File: src/rtl/lcd_init_pkg.sv
package lcd_init_pkg;

  localparam logic [23:0] TAG_CMD = 24'h010000;
  localparam logic [23:0] TAG_DLY = 24'h020000;

  localparam int PROG_LEN = 15;
  localparam int IDX_W    = $clog2(PROG_LEN);

  typedef enum logic [1:0] {ENT_CMD, ENT_DATA, ENT_DLY} ent_kind_e;

  typedef enum logic [2:0] {
    S_RST_LOW, S_RST_WAIT, S_FETCH, S_SEND, S_DRAIN, S_DELAY, S_DONE
  } seq_state_e;

  function automatic ent_kind_e ent_kind(input logic [31:0] w);
    if (w[31:8] == TAG_CMD)      return ENT_CMD;
    else if (w[31:8] == TAG_DLY) return ENT_DLY;
    else                         return ENT_DATA;
  endfunction

  // default start-up program; entry 8 carries junk upper bits on purpose
  function automatic logic [31:0] prog_entry(input int idx, input bit pix16);
    case (idx)
      0:  return 32'h0100_00B0;
      1:  return 32'h0000_0000;
      2:  return 32'h0100_003A;
      3:  return pix16 ? 32'h0000_0055 : 32'h0000_0066;
      4:  return 32'h0200_0000;
      5:  return 32'h0100_00C5;
      6:  return 32'h0000_0000;
      7:  return 32'h0000_0091;
      8:  return 32'h0300_0080;
      9:  return 32'h0000_0000;
      10: return 32'h0100_0011;
      11: return 32'h0100_0036;
      12: return 32'h0000_0028;
      13: return 32'h0200_00FF;
      14: return 32'h0100_0029;
      default: return 32'h0200_0000;
    endcase
  endfunction

endpackage

File: src/rtl/lcd_init_rom.sv
module lcd_init_rom
  import lcd_init_pkg::*;
#(
  parameter bit PIX16 = 1'b1
) (
  input  logic [IDX_W-1:0] idx_i,
  output logic [31:0]      word_o
);

  logic [31:0] prog [PROG_LEN];

  for (genvar g = 0; g < PROG_LEN; g++) begin : g_ent
    assign prog[g] = prog_entry(g, PIX16);
  end

  always_comb begin
    word_o = {TAG_DLY, 8'h00};
    for (int i = 0; i < PROG_LEN; i++)
      if (idx_i == IDX_W'(i)) word_o = prog[i];
  end

endmodule

File: src/rtl/lcd_ms_timer.sv
module lcd_ms_timer #(
  parameter int CYC_PER_MS = 50000,
  parameter int MS_W       = 8,
  parameter int INIT_MS    = 10
) (
  input  logic            clk_i,
  input  logic            rst_ni,
  input  logic            load_i,
  input  logic [MS_W-1:0] ms_i,
  output logic            expired_o
);

  localparam int CW = (CYC_PER_MS > 1) ? $clog2(CYC_PER_MS) : 1;
  localparam logic [CW-1:0] CYC_LAST = CW'(CYC_PER_MS - 1);

  logic [CW-1:0]   cyc_q;
  logic [MS_W-1:0] ms_q;

  always_ff @(posedge clk_i or negedge rst_ni) begin
    if (!rst_ni) begin
      cyc_q <= '0;
      ms_q  <= MS_W'(INIT_MS);
    end else if (load_i) begin
      cyc_q <= '0;
      ms_q  <= ms_i;
    end else if (ms_q != '0) begin
      if (cyc_q == CYC_LAST) begin
        cyc_q <= '0;
        ms_q  <= ms_q - 1'b1;
      end else begin
        cyc_q <= cyc_q + 1'b1;
      end
    end
  end

  assign expired_o = (ms_q == '0);

endmodule

File: src/rtl/lcd_init_seq.sv
module lcd_init_seq
  import lcd_init_pkg::*;
#(
  parameter int CYC_PER_MS   = 50000,
  parameter int PANEL_RST_MS = 10,
  parameter int POST_RST_MS  = 120,
  parameter bit PIX16        = 1'b1
) (
  input  logic       clk_i,
  input  logic       rst_ni,
  input  logic       restart_i,
  output logic       tx_valid_o,
  output logic [7:0] tx_byte_o,
  output logic       tx_dc_o,
  input  logic       tx_ready_i,
  input  logic       tx_idle_i,
  output logic       panel_rst_no,
  output logic       done_o
);

  localparam int MS_W = 8;
  localparam logic [IDX_W-1:0] IDX_LAST = IDX_W'(PROG_LEN - 1);

  seq_state_e       state_q, state_d;
  logic [IDX_W-1:0] idx_q, idx_d;
  logic [7:0]       byte_q, byte_d;
  logic             dc_q, dc_d;
  logic [31:0]      word;
  ent_kind_e        kind;
  logic             tmr_load, tmr_exp;
  logic [MS_W-1:0]  tmr_ms;

  lcd_init_rom #(.PIX16(PIX16)) u_rom (
    .idx_i  (idx_q),
    .word_o (word)
  );

  lcd_ms_timer #(
    .CYC_PER_MS (CYC_PER_MS),
    .MS_W       (MS_W),
    .INIT_MS    (PANEL_RST_MS)
  ) u_tmr (
    .clk_i     (clk_i),
    .rst_ni    (rst_ni),
    .load_i    (tmr_load),
    .ms_i      (tmr_ms),
    .expired_o (tmr_exp)
  );

  assign kind = ent_kind(word);

  always_comb begin
    state_d  = state_q;
    idx_d    = idx_q;
    byte_d   = byte_q;
    dc_d     = dc_q;
    tmr_load = 1'b0;
    tmr_ms   = '0;
    if (restart_i) begin
      state_d  = S_RST_LOW;
      idx_d    = '0;
      tmr_load = 1'b1;
      tmr_ms   = MS_W'(PANEL_RST_MS);
    end else begin
      unique case (state_q)
        S_RST_LOW: if (tmr_exp) begin
          state_d  = S_RST_WAIT;
          tmr_load = 1'b1;
          tmr_ms   = MS_W'(POST_RST_MS);
        end
        S_RST_WAIT: if (tmr_exp) begin
          state_d = S_FETCH;
          idx_d   = '0;
        end
        S_FETCH: begin
          if (kind == ENT_DLY) begin
            if (word[7:0] == 8'd0) begin
              // zero wait: skip straight on
              if (idx_q == IDX_LAST) state_d = S_DONE;
              else idx_d = idx_q + 1'b1;
            end else begin
              state_d  = S_DELAY;
              tmr_load = 1'b1;
              tmr_ms   = word[7:0];
            end
          end else begin
            state_d = S_SEND;
            byte_d  = word[7:0];
            dc_d    = (kind == ENT_DATA);
          end
        end
        S_SEND:  if (tx_ready_i) state_d = S_DRAIN;
        S_DRAIN, S_DELAY: begin
          if ((state_q == S_DRAIN) ? tx_idle_i : tmr_exp) begin
            if (idx_q == IDX_LAST) state_d = S_DONE;
            else begin
              state_d = S_FETCH;
              idx_d   = idx_q + 1'b1;
            end
          end
        end
        S_DONE: ;
        default: state_d = S_DONE;
      endcase
    end
  end

  always_ff @(posedge clk_i or negedge rst_ni) begin
    if (!rst_ni) begin
      state_q <= S_RST_LOW;
      idx_q   <= '0;
      byte_q  <= '0;
      dc_q    <= 1'b0;
    end else begin
      state_q <= state_d;
      idx_q   <= idx_d;
      byte_q  <= byte_d;
      dc_q    <= dc_d;
    end
  end

  assign tx_valid_o   = (state_q == S_SEND);
  assign tx_byte_o    = byte_q;
  assign tx_dc_o      = dc_q;
  assign panel_rst_no = (state_q != S_RST_LOW);
  assign done_o       = (state_q == S_DONE);

endmodule

File: config.mk
export PLATFORM = sky130hd
export DESIGN_NAME = lcd_init_seq
export DESIGN_NICKNAME = d
export VERILOG_FILES = /design/src/rtl/lcd_init_pkg.sv /design/src/rtl/lcd_init_rom.sv /design/src/rtl/lcd_ms_timer.sv /design/src/rtl/lcd_init_seq.sv
export SDC_FILE = /design/constraint.sdc
export NUM_CORES = 1
export LEC_CHECK = 0
export ABC_AREA = 1
export BUFFER_PORTS_ARGS = -buffer_cell sky130_fd_sc_hd__buf_2
export CORE_ASPECT_RATIO = 0.8
export CORE_MARGIN = 1.5
export CORE_UTILIZATION = 50
export CTS_CLUSTER_SIZE = 24
export DETAILED_ROUTE_END_ITERATION = 6
export PLACE_DENSITY = 0.81
export SYNTH_ARGS = -nofsm -noshare
export SYNTH_HDL_FRONTEND = slang
export SYNTH_HIERARCHICAL = 1
export SYNTH_SLANG_ARGS = --single-unit
export TNS_END_PERCENT = 50
File: constraint.sdc
create_clock -name clk_i -period 2.15 [get_ports clk_i]
set_input_delay 0.215 -clock clk_i [delete_from_list [all_inputs] [get_ports clk_i]]
set_output_delay 0.215 -clock clk_i [all_outputs]
set_load 0.01 [all_outputs]
# Yosys cells after proc, flatten, opt, wreduce, memory -nomap -nowiden
# Cells that the tools add are included.
[totals] ff_bits=40
[classes] addsub=3 eq_ne=33 n_mux=51 bitwise_logic=2 n_reduce_logical=14
[op_table] operator="26-bit two-way mux" n=15
[op_table] operator="16-bit two-way mux" n=3
[op_table] operator="8-bit two-way mux" n=6
[op_table] operator="4-bit equality test, second input constant" n=7
[op_table] operator="3-bit two-way mux" n=9
[op_table] operator="24-bit by 17-bit equality test with 1-bit output, second input constant" n=1
[op_table] operator="24-bit by 18-bit equality test with 1-bit output, second input constant" n=1
[op_table] operator="4-bit two-way mux" n=6
[op_table] operator="3-bit one-hot mux with 6 select lines" n=1
[op_table] operator="16-bit by 1-bit adder with 16-bit output, second input constant" n=1
[op_table] operator="16-bit equality test, second input constant" n=1
[op_table] operator="4-bit by 3-bit equality test with 1-bit output, second input constant" n=4
[op_table] operator="8-bit logical NOT" n=2
[op_table] operator="8-bit one-hot mux with 2 select lines" n=1
[op_table] operator="3-bit inequality test, second input constant" n=5
[op_table] operator="4-bit one-hot mux with 3 select lines" n=1
[op_table] operator="3-bit equality test, second input constant" n=3
[op_table] operator="4-bit by 2-bit equality test with 1-bit output, second input constant" n=2
[op_table] operator="8-bit nonzero test" n=1
[op_table] operator="8-bit by 1-bit subtractor with 8-bit output, second input constant" n=1
[op_table] operator="7-bit two-way mux" n=1
[op_table] operator="3-bit by 2-bit equality test with 1-bit output, second input constant" n=2
[op_table] operator="6-bit AND reduction" n=1
[op_table] operator="1-bit two-way mux" n=5
[op_table] operator="20 further kinds" n=23

# Logic depth before layout (Yosys ltp)
[logic_depth] depth_word=25 ltp_mapped=17 mapped_depth_nobuf=16

# Cells and area by module
# The synthesis kept the hierarchy.
[by_module_without_submodules] module="lcd_ms_timer" n_inst=1 cells_each=250 area_per_inst_um2=1589.0
[by_module_without_submodules] module="lcd_init_seq" n_inst=1 cells_each=171 area_per_inst_um2=1183.6
[by_module_without_submodules] module="lcd_init_rom" n_inst=1 cells_each=70 area_per_inst_um2=397.9

# Worst setup path after synthesis
# Ideal clock, no wire load.
[synth_path] kind="register to register" start="register idx_q[0]" end="register u_tmr.cyc_q[7]" setup_ps=119 arrival_ps=2109 slack_ps=-78 stages_incl_launch_ff=18 path_buffers=2 cell_sequence="dfrtp_1 > buf_6 > inv_4 > nand3_1 > o21ai_0 > nor2_1 > inv_1 > nor2_1 > nand2_1 > nor2_2 > nand4_1 > o211ai_1 > inv_1 > nand3_2 > buf_2 > nand3_1 > nand2_1 > nor2_1"
[synth_via] elab_chain_len=24 word_cells_on_any_way=42 classes_between="eq/ne: 17; mux: 22; reduce/logical: 3"
[synth_rtl] item="from (decl)" line="lcd_init_seq.sv:25" source="logic [IDX_W-1:0] idx_q, idx_d;"
[synth_rtl] item="from (signal assigned)" line="lcd_init_seq.sv:116" source="idx_q <= idx_d;"
[synth_rtl] item="4-bit logical NOT" line="lcd_init_rom.sv:19" source="if (idx_i == IDX_W'(i)) word_o = prog[i];"
[synth_rtl] item="26-bit two-way mux (14 in a row)" line="lcd_init_rom.sv:19"
[synth_rtl] item="26-bit two-way mux *" line="lcd_init_rom.sv:19"
[synth_rtl] item="net word[25]" line="lcd_init_seq.sv:28" source="logic [31:0] word;"
[synth_rtl] item="24-bit by 18-bit equality test with 1-bit output" line="lcd_init_pkg.sv:17" source="else if (w[31:8] == TAG_DLY) return ENT_DLY;"
[synth_rtl] item="2-bit two-way mux" line="lcd_init_pkg.sv:17"
[synth_rtl] item="2-bit two-way mux *" line="lcd_init_pkg.sv:16" source="if (w[31:8] == TAG_CMD) return ENT_CMD;"
[synth_rtl] item="2-bit equality test *" line="lcd_init_seq.sv:76" source="if (kind == ENT_DLY) begin"
[synth_rtl] item="1-bit two-way mux *" line="lcd_init_seq.sv:76"
[synth_rtl] item="1-bit one-hot mux with 2 select lines *" line="lcd_init_seq.sv:65" source="unique case (state_q)"
[synth_rtl] item="1-bit two-way mux *" line="lcd_init_seq.sv:59" source="if (restart_i) begin"
[synth_rtl] item="net tmr_load" line="lcd_init_seq.sv:30" source="logic tmr_load, tmr_exp;"
[synth_rtl] item="16-bit two-way mux / 2-bit nonzero test (equally long branches)"
[synth_rtl] item="to (signal assigned)" line="lcd_ms_timer.sv:31" source="cyc_q <= cyc_q + 1'b1;"
[synth_rtl] item="to (decl)" line="lcd_ms_timer.sv:16" source="logic [CW-1:0] cyc_q;"
# The timed path passes the listed nets; every way through them passes the cells marked *.
# A chain may end at the register's enable or synchronous reset.

# Worst setup path in the final report
[layout_path] start="register idx_q[2]" end="register u_tmr.ms_q[4]"
[layout_via] word_cells_on_any_way=48 classes_between="eq/ne: 17; mux: 26; reduce/logical: 5"
[layout_rtl] item="4-bit by 1-bit equality test with 1-bit output" line="lcd_init_rom.sv:19"
[layout_rtl] item="26-bit two-way mux (13 in a row)" line="lcd_init_rom.sv:19"
[layout_rtl] item="26-bit two-way mux *" line="lcd_init_rom.sv:19"
[layout_rtl] item="net word[3]" line="lcd_init_seq.sv:28"
[layout_rtl] item="8-bit logical NOT *" line="lcd_init_seq.sv:77" source="if (word[7:0] == 8'd0) begin"
[layout_rtl] item="1-bit two-way mux *" line="lcd_init_seq.sv:77"
[layout_rtl] item="1-bit two-way mux *" line="lcd_init_seq.sv:76"
[layout_rtl] item="1-bit one-hot mux with 2 select lines *" line="lcd_init_seq.sv:65"
[layout_rtl] item="1-bit two-way mux *" line="lcd_init_seq.sv:59"
[layout_rtl] item="net tmr_load" line="lcd_init_seq.sv:30"
[layout_rtl] item="2-bit nonzero test (no source line)"
[layout_rtl] item="2-bit AND reduction (no source line)"
[layout_rtl] item="to (signal assigned)" line="lcd_ms_timer.sv:22" source="ms_q <= MS_W'(INIT_MS);"
[layout_rtl] item="to (signal assigned)" line="lcd_ms_timer.sv:25" source="ms_q <= ms_i;"
[layout_rtl] item="to (signal assigned)" line="lcd_ms_timer.sv:29" source="ms_q <= ms_q - 1'b1;"
[layout_rtl] item="to (decl)" line="lcd_ms_timer.sv:17" source="logic [MS_W-1:0] ms_q;"
# Marked as above.

==> flow_metrics.env <==
export IMPL_setup_ws_ps=-265
export IMPL_ioPinCount=17
export IMPL_grt_antenna_before_repair=0
export IMPL_cp_startpoint="idx_q[2]"
export IMPL_synth_seq_cells=40
export IMPL_drive_gt1_share_pct=25.0
export IMPL_numCtsBuffers=5
export IMPL_ir_worst_vdd_mv=0.558
export IMPL_synth_cells=491
export IMPL_fp_row_count=25
export IMPL_clock_path_buffers=2
export IMPL_period_needed_ps=2420
export IMPL_drc_errors=0
export IMPL_wl_per_cell_um=13.5
export IMPL_required_ps=2350
export IMPL_hold_class="input port to async pin"
export IMPL_placedCellCount=610
export IMPL_rsz0062_at_grt="true"
export IMPL_leakage_nw=1.90
export IMPL_synth_area_leaders="dfrtp_1 30%, nand2_1 18%, nor2_1 8.6%"
export IMPL_die_w_um=92.0
export IMPL_place_area_um2=3440
export IMPL_layout_nets=561
export IMPL_synth_most_common_cell="nand2_1"
export IMPL_grt_max_degree=41
export IMPL_synth_common_cells="155 x nand2_1, 73 x nor2_1, 46 x inv_1"
export IMPL_die_h_um=74.2
export IMPL_grt_pass1_wl_um=12500
export IMPL_yosysWarningCount=6
export IMPL_cts_tree="done"
export IMPL_final_cell_area_um2=3850
export IMPL_grt_overflow_total=0
export IMPL_setup_worst_path_start_class="flip-flop"
export IMPL_cp_max_fo=8
export IMPL_synth_distinct_cells=38
export IMPL_drv_slew=0
export IMPL_drt_initial_drc_count=476
export IMPL_power_per_cell_area_nw_per_um2=920
export IMPL_drv_cap=0
export IMPL_fmax_mhz=414
export IMPL_synth_ff_type="dfrtp_1"
export IMPL_io_buffers=16
export IMPL_synth_edf_count=0
export IMPL_drtPass1Iterations=6
export IMPL_end_kind="flip-flop"
export IMPL_fin_cells=634
export IMPL_htreeDepth=2
export IMPL_synth_largest_area_cell="dfrtp_1"
export IMPL_r2r_start="idx_q[2]"
export IMPL_setup_viol=24
export IMPL_core_area_um2=6010
export IMPL_async_reset_ff_share_pct=100
export IMPL_grt_pass1_vias=2762
export IMPL_syn_area_per_cell_um2=6.46
export IMPL_areaGrowthSynthToFinish_pct=21.6
export IMPL_viasPerCell=5.44
export IMPL_vias=3448
export IMPL_hold_viol_final=0
export IMPL_arrival_ps=2610
export IMPL_outcome="complete, but fails checks"
export IMPL_syn_cell_area_um2=3170
export IMPL_routed_wl_um=8590
export IMPL_skew_ps=7.76
export IMPL_hpwl_um=5440
export IMPL_clock_sinks=40
export IMPL_criticalPathCategory="flip-flop to flip-flop"
export IMPL_ant_nets=0
export IMPL_worst_pin_slew_ps=903
export IMPL_cts_root_buffer="clkbuf_8"
export IMPL_slew_headroom_pct=39.8
export IMPL_clk_latency_ps=300
export IMPL_violations="setup timing"
export IMPL_finalCritPeriodShare_pct=112
export IMPL_seq_area_frac_synth_pct=31.6
export IMPL_cts_clk_slew_worst_paths_ps=80
export IMPL_gp_congestion=0.889
export IMPL_start_util_pct=52.8
export IMPL_n_antenna_cell=0
export IMPL_yosysTopAreaCellShare_pct=30.0
export IMPL_track_usage_pct=22.9
export IMPL_dieArea_um2=6830
[timing repair]
item                       in CTS  in global routing
setup buffers                   6                  6
gates resized for setup        13                 35
hold endpoints to repair        0                  0
pin swaps                       2                 17
cloned                          1                  4
hold buffers                    0                  0
setup endpoints to repair      24                 31
[cell usage in the layout, fill, tap and decap left out, drive strengths merged, types with 10 or more instances in the layout]
cell type,netlist,layout
nand4,12,12
a21oi,10,10
nand2,168,170
inv,54,54
buf,29,58
nand3,39,41
dfrtp,38,38
conb,1,22
o21ai,31,31
nor2,79,79
[cell families (layout without fill, tap and decap cells)]
logic type / count (synthesis) / in the layout / share of synthesized area [%]
and+or+nand+nor: 307 / 311 / 42.3
AOI/OAI and AO/OA: 50 / 50 / 9.27
buffers and inverters: 86 / 123 / 14.2
adders and majority gates: 4 / 4 / 1.58
DFF: 40 / 40 / 31.6
xor gates and xnor gates: 3 / 3 / 0.829
other: 1 / 22 / 0.118
[per-stage QoR]
| stage | hold slack [ps] | setup WS (ps) | utilization (%) | power, mW | TNS, ps |
|---|---|---|---|---|---|
| 6_report | 32.8 | -265 | 64.2 | 3.55 | -5590 |
| 5_1_grt | 120 | -399 | 64.2 | 3.76 | -9360 |
| 4_1_cts | 69.3 | -45.3 | 60.5 | 3.23 | -361 |
| 3_5_place_dp | 403 | -200 | 57.2 | 2.51 | -3070 |
| 3_3_place_gp | 384 | -96.5 | 57.2 | 2.47 | -1230 |
| 2_1_floorplan | -80.6 | 8.95 | - | 2.13 | 0 |
[sequential cells by signal, summed over array words and instances (netlist names)]
| register | flops |
|---|---|
| tx_byte_o | 8 |
| u_tmr/ms_q | 8 |
| tx_dc_o | 1 |
| state_q | 3 |
| u_tmr/cyc_q | 16 |
| idx_q | 4 |
[final timing paths]
| check | slack (ps) | endpoint | cells past startpoint |
|---|---|---|---|
| max | -270 | u_tmr/ms_q[4] | 14 |
| min | 30 | u_tmr/cyc_q[5] | 1 |
| max reg2reg | -270 | u_tmr/ms_q[4] | 14 |
| min reg2reg | 490 | tx_byte_o[5] | 2 |
| max in group asynchronous | 1490 | idx_q[0] | 1 |
| min in group clk_i | 370 | u_tmr/ms_q[4] | 6 |
[worst max-delay path, cell delays in order, from the launching register on]
cell	delay [ps]
dfrtp_2	470
buf_4	160
nor2_2	150
nand2_1	130
nand3_2	110
nor2_1	50
nand4_1	130
nand4_1	110
o211ai_1	290
inv_2	180
buf_12	180
nand2_8	120
nand2_8	80
nand2_1	80
nand2_1	50
[cell type report]
class                           count  area, um2
Fill cell                         505       2150
Clock buffer                        6       72.6
Clock inverter                      2       35.0
Sequential cell                    40       1010
Tap cell                           81        101
Timing Repair Buffer               59        444
Inverter                           56        216
Multi-Input combinational cell    390       1980
[layer usage]
metal	share of wire [%]	track usage [%]
met1	45	32.3
met2	44	37.5
met3	8.1	2.86
met4	2.6	6.32
met5	0	0
[power breakdown]
group	leakage, nW	switching (mW)	internal [mW]
sequential	0.530	0.189	0.923
combinational	1.32	1.16	0.656
clock	0.0552	0.277	0.345
total	1.90	1.62	1.92
Note: power is estimated with default switching activity, not from simulation.
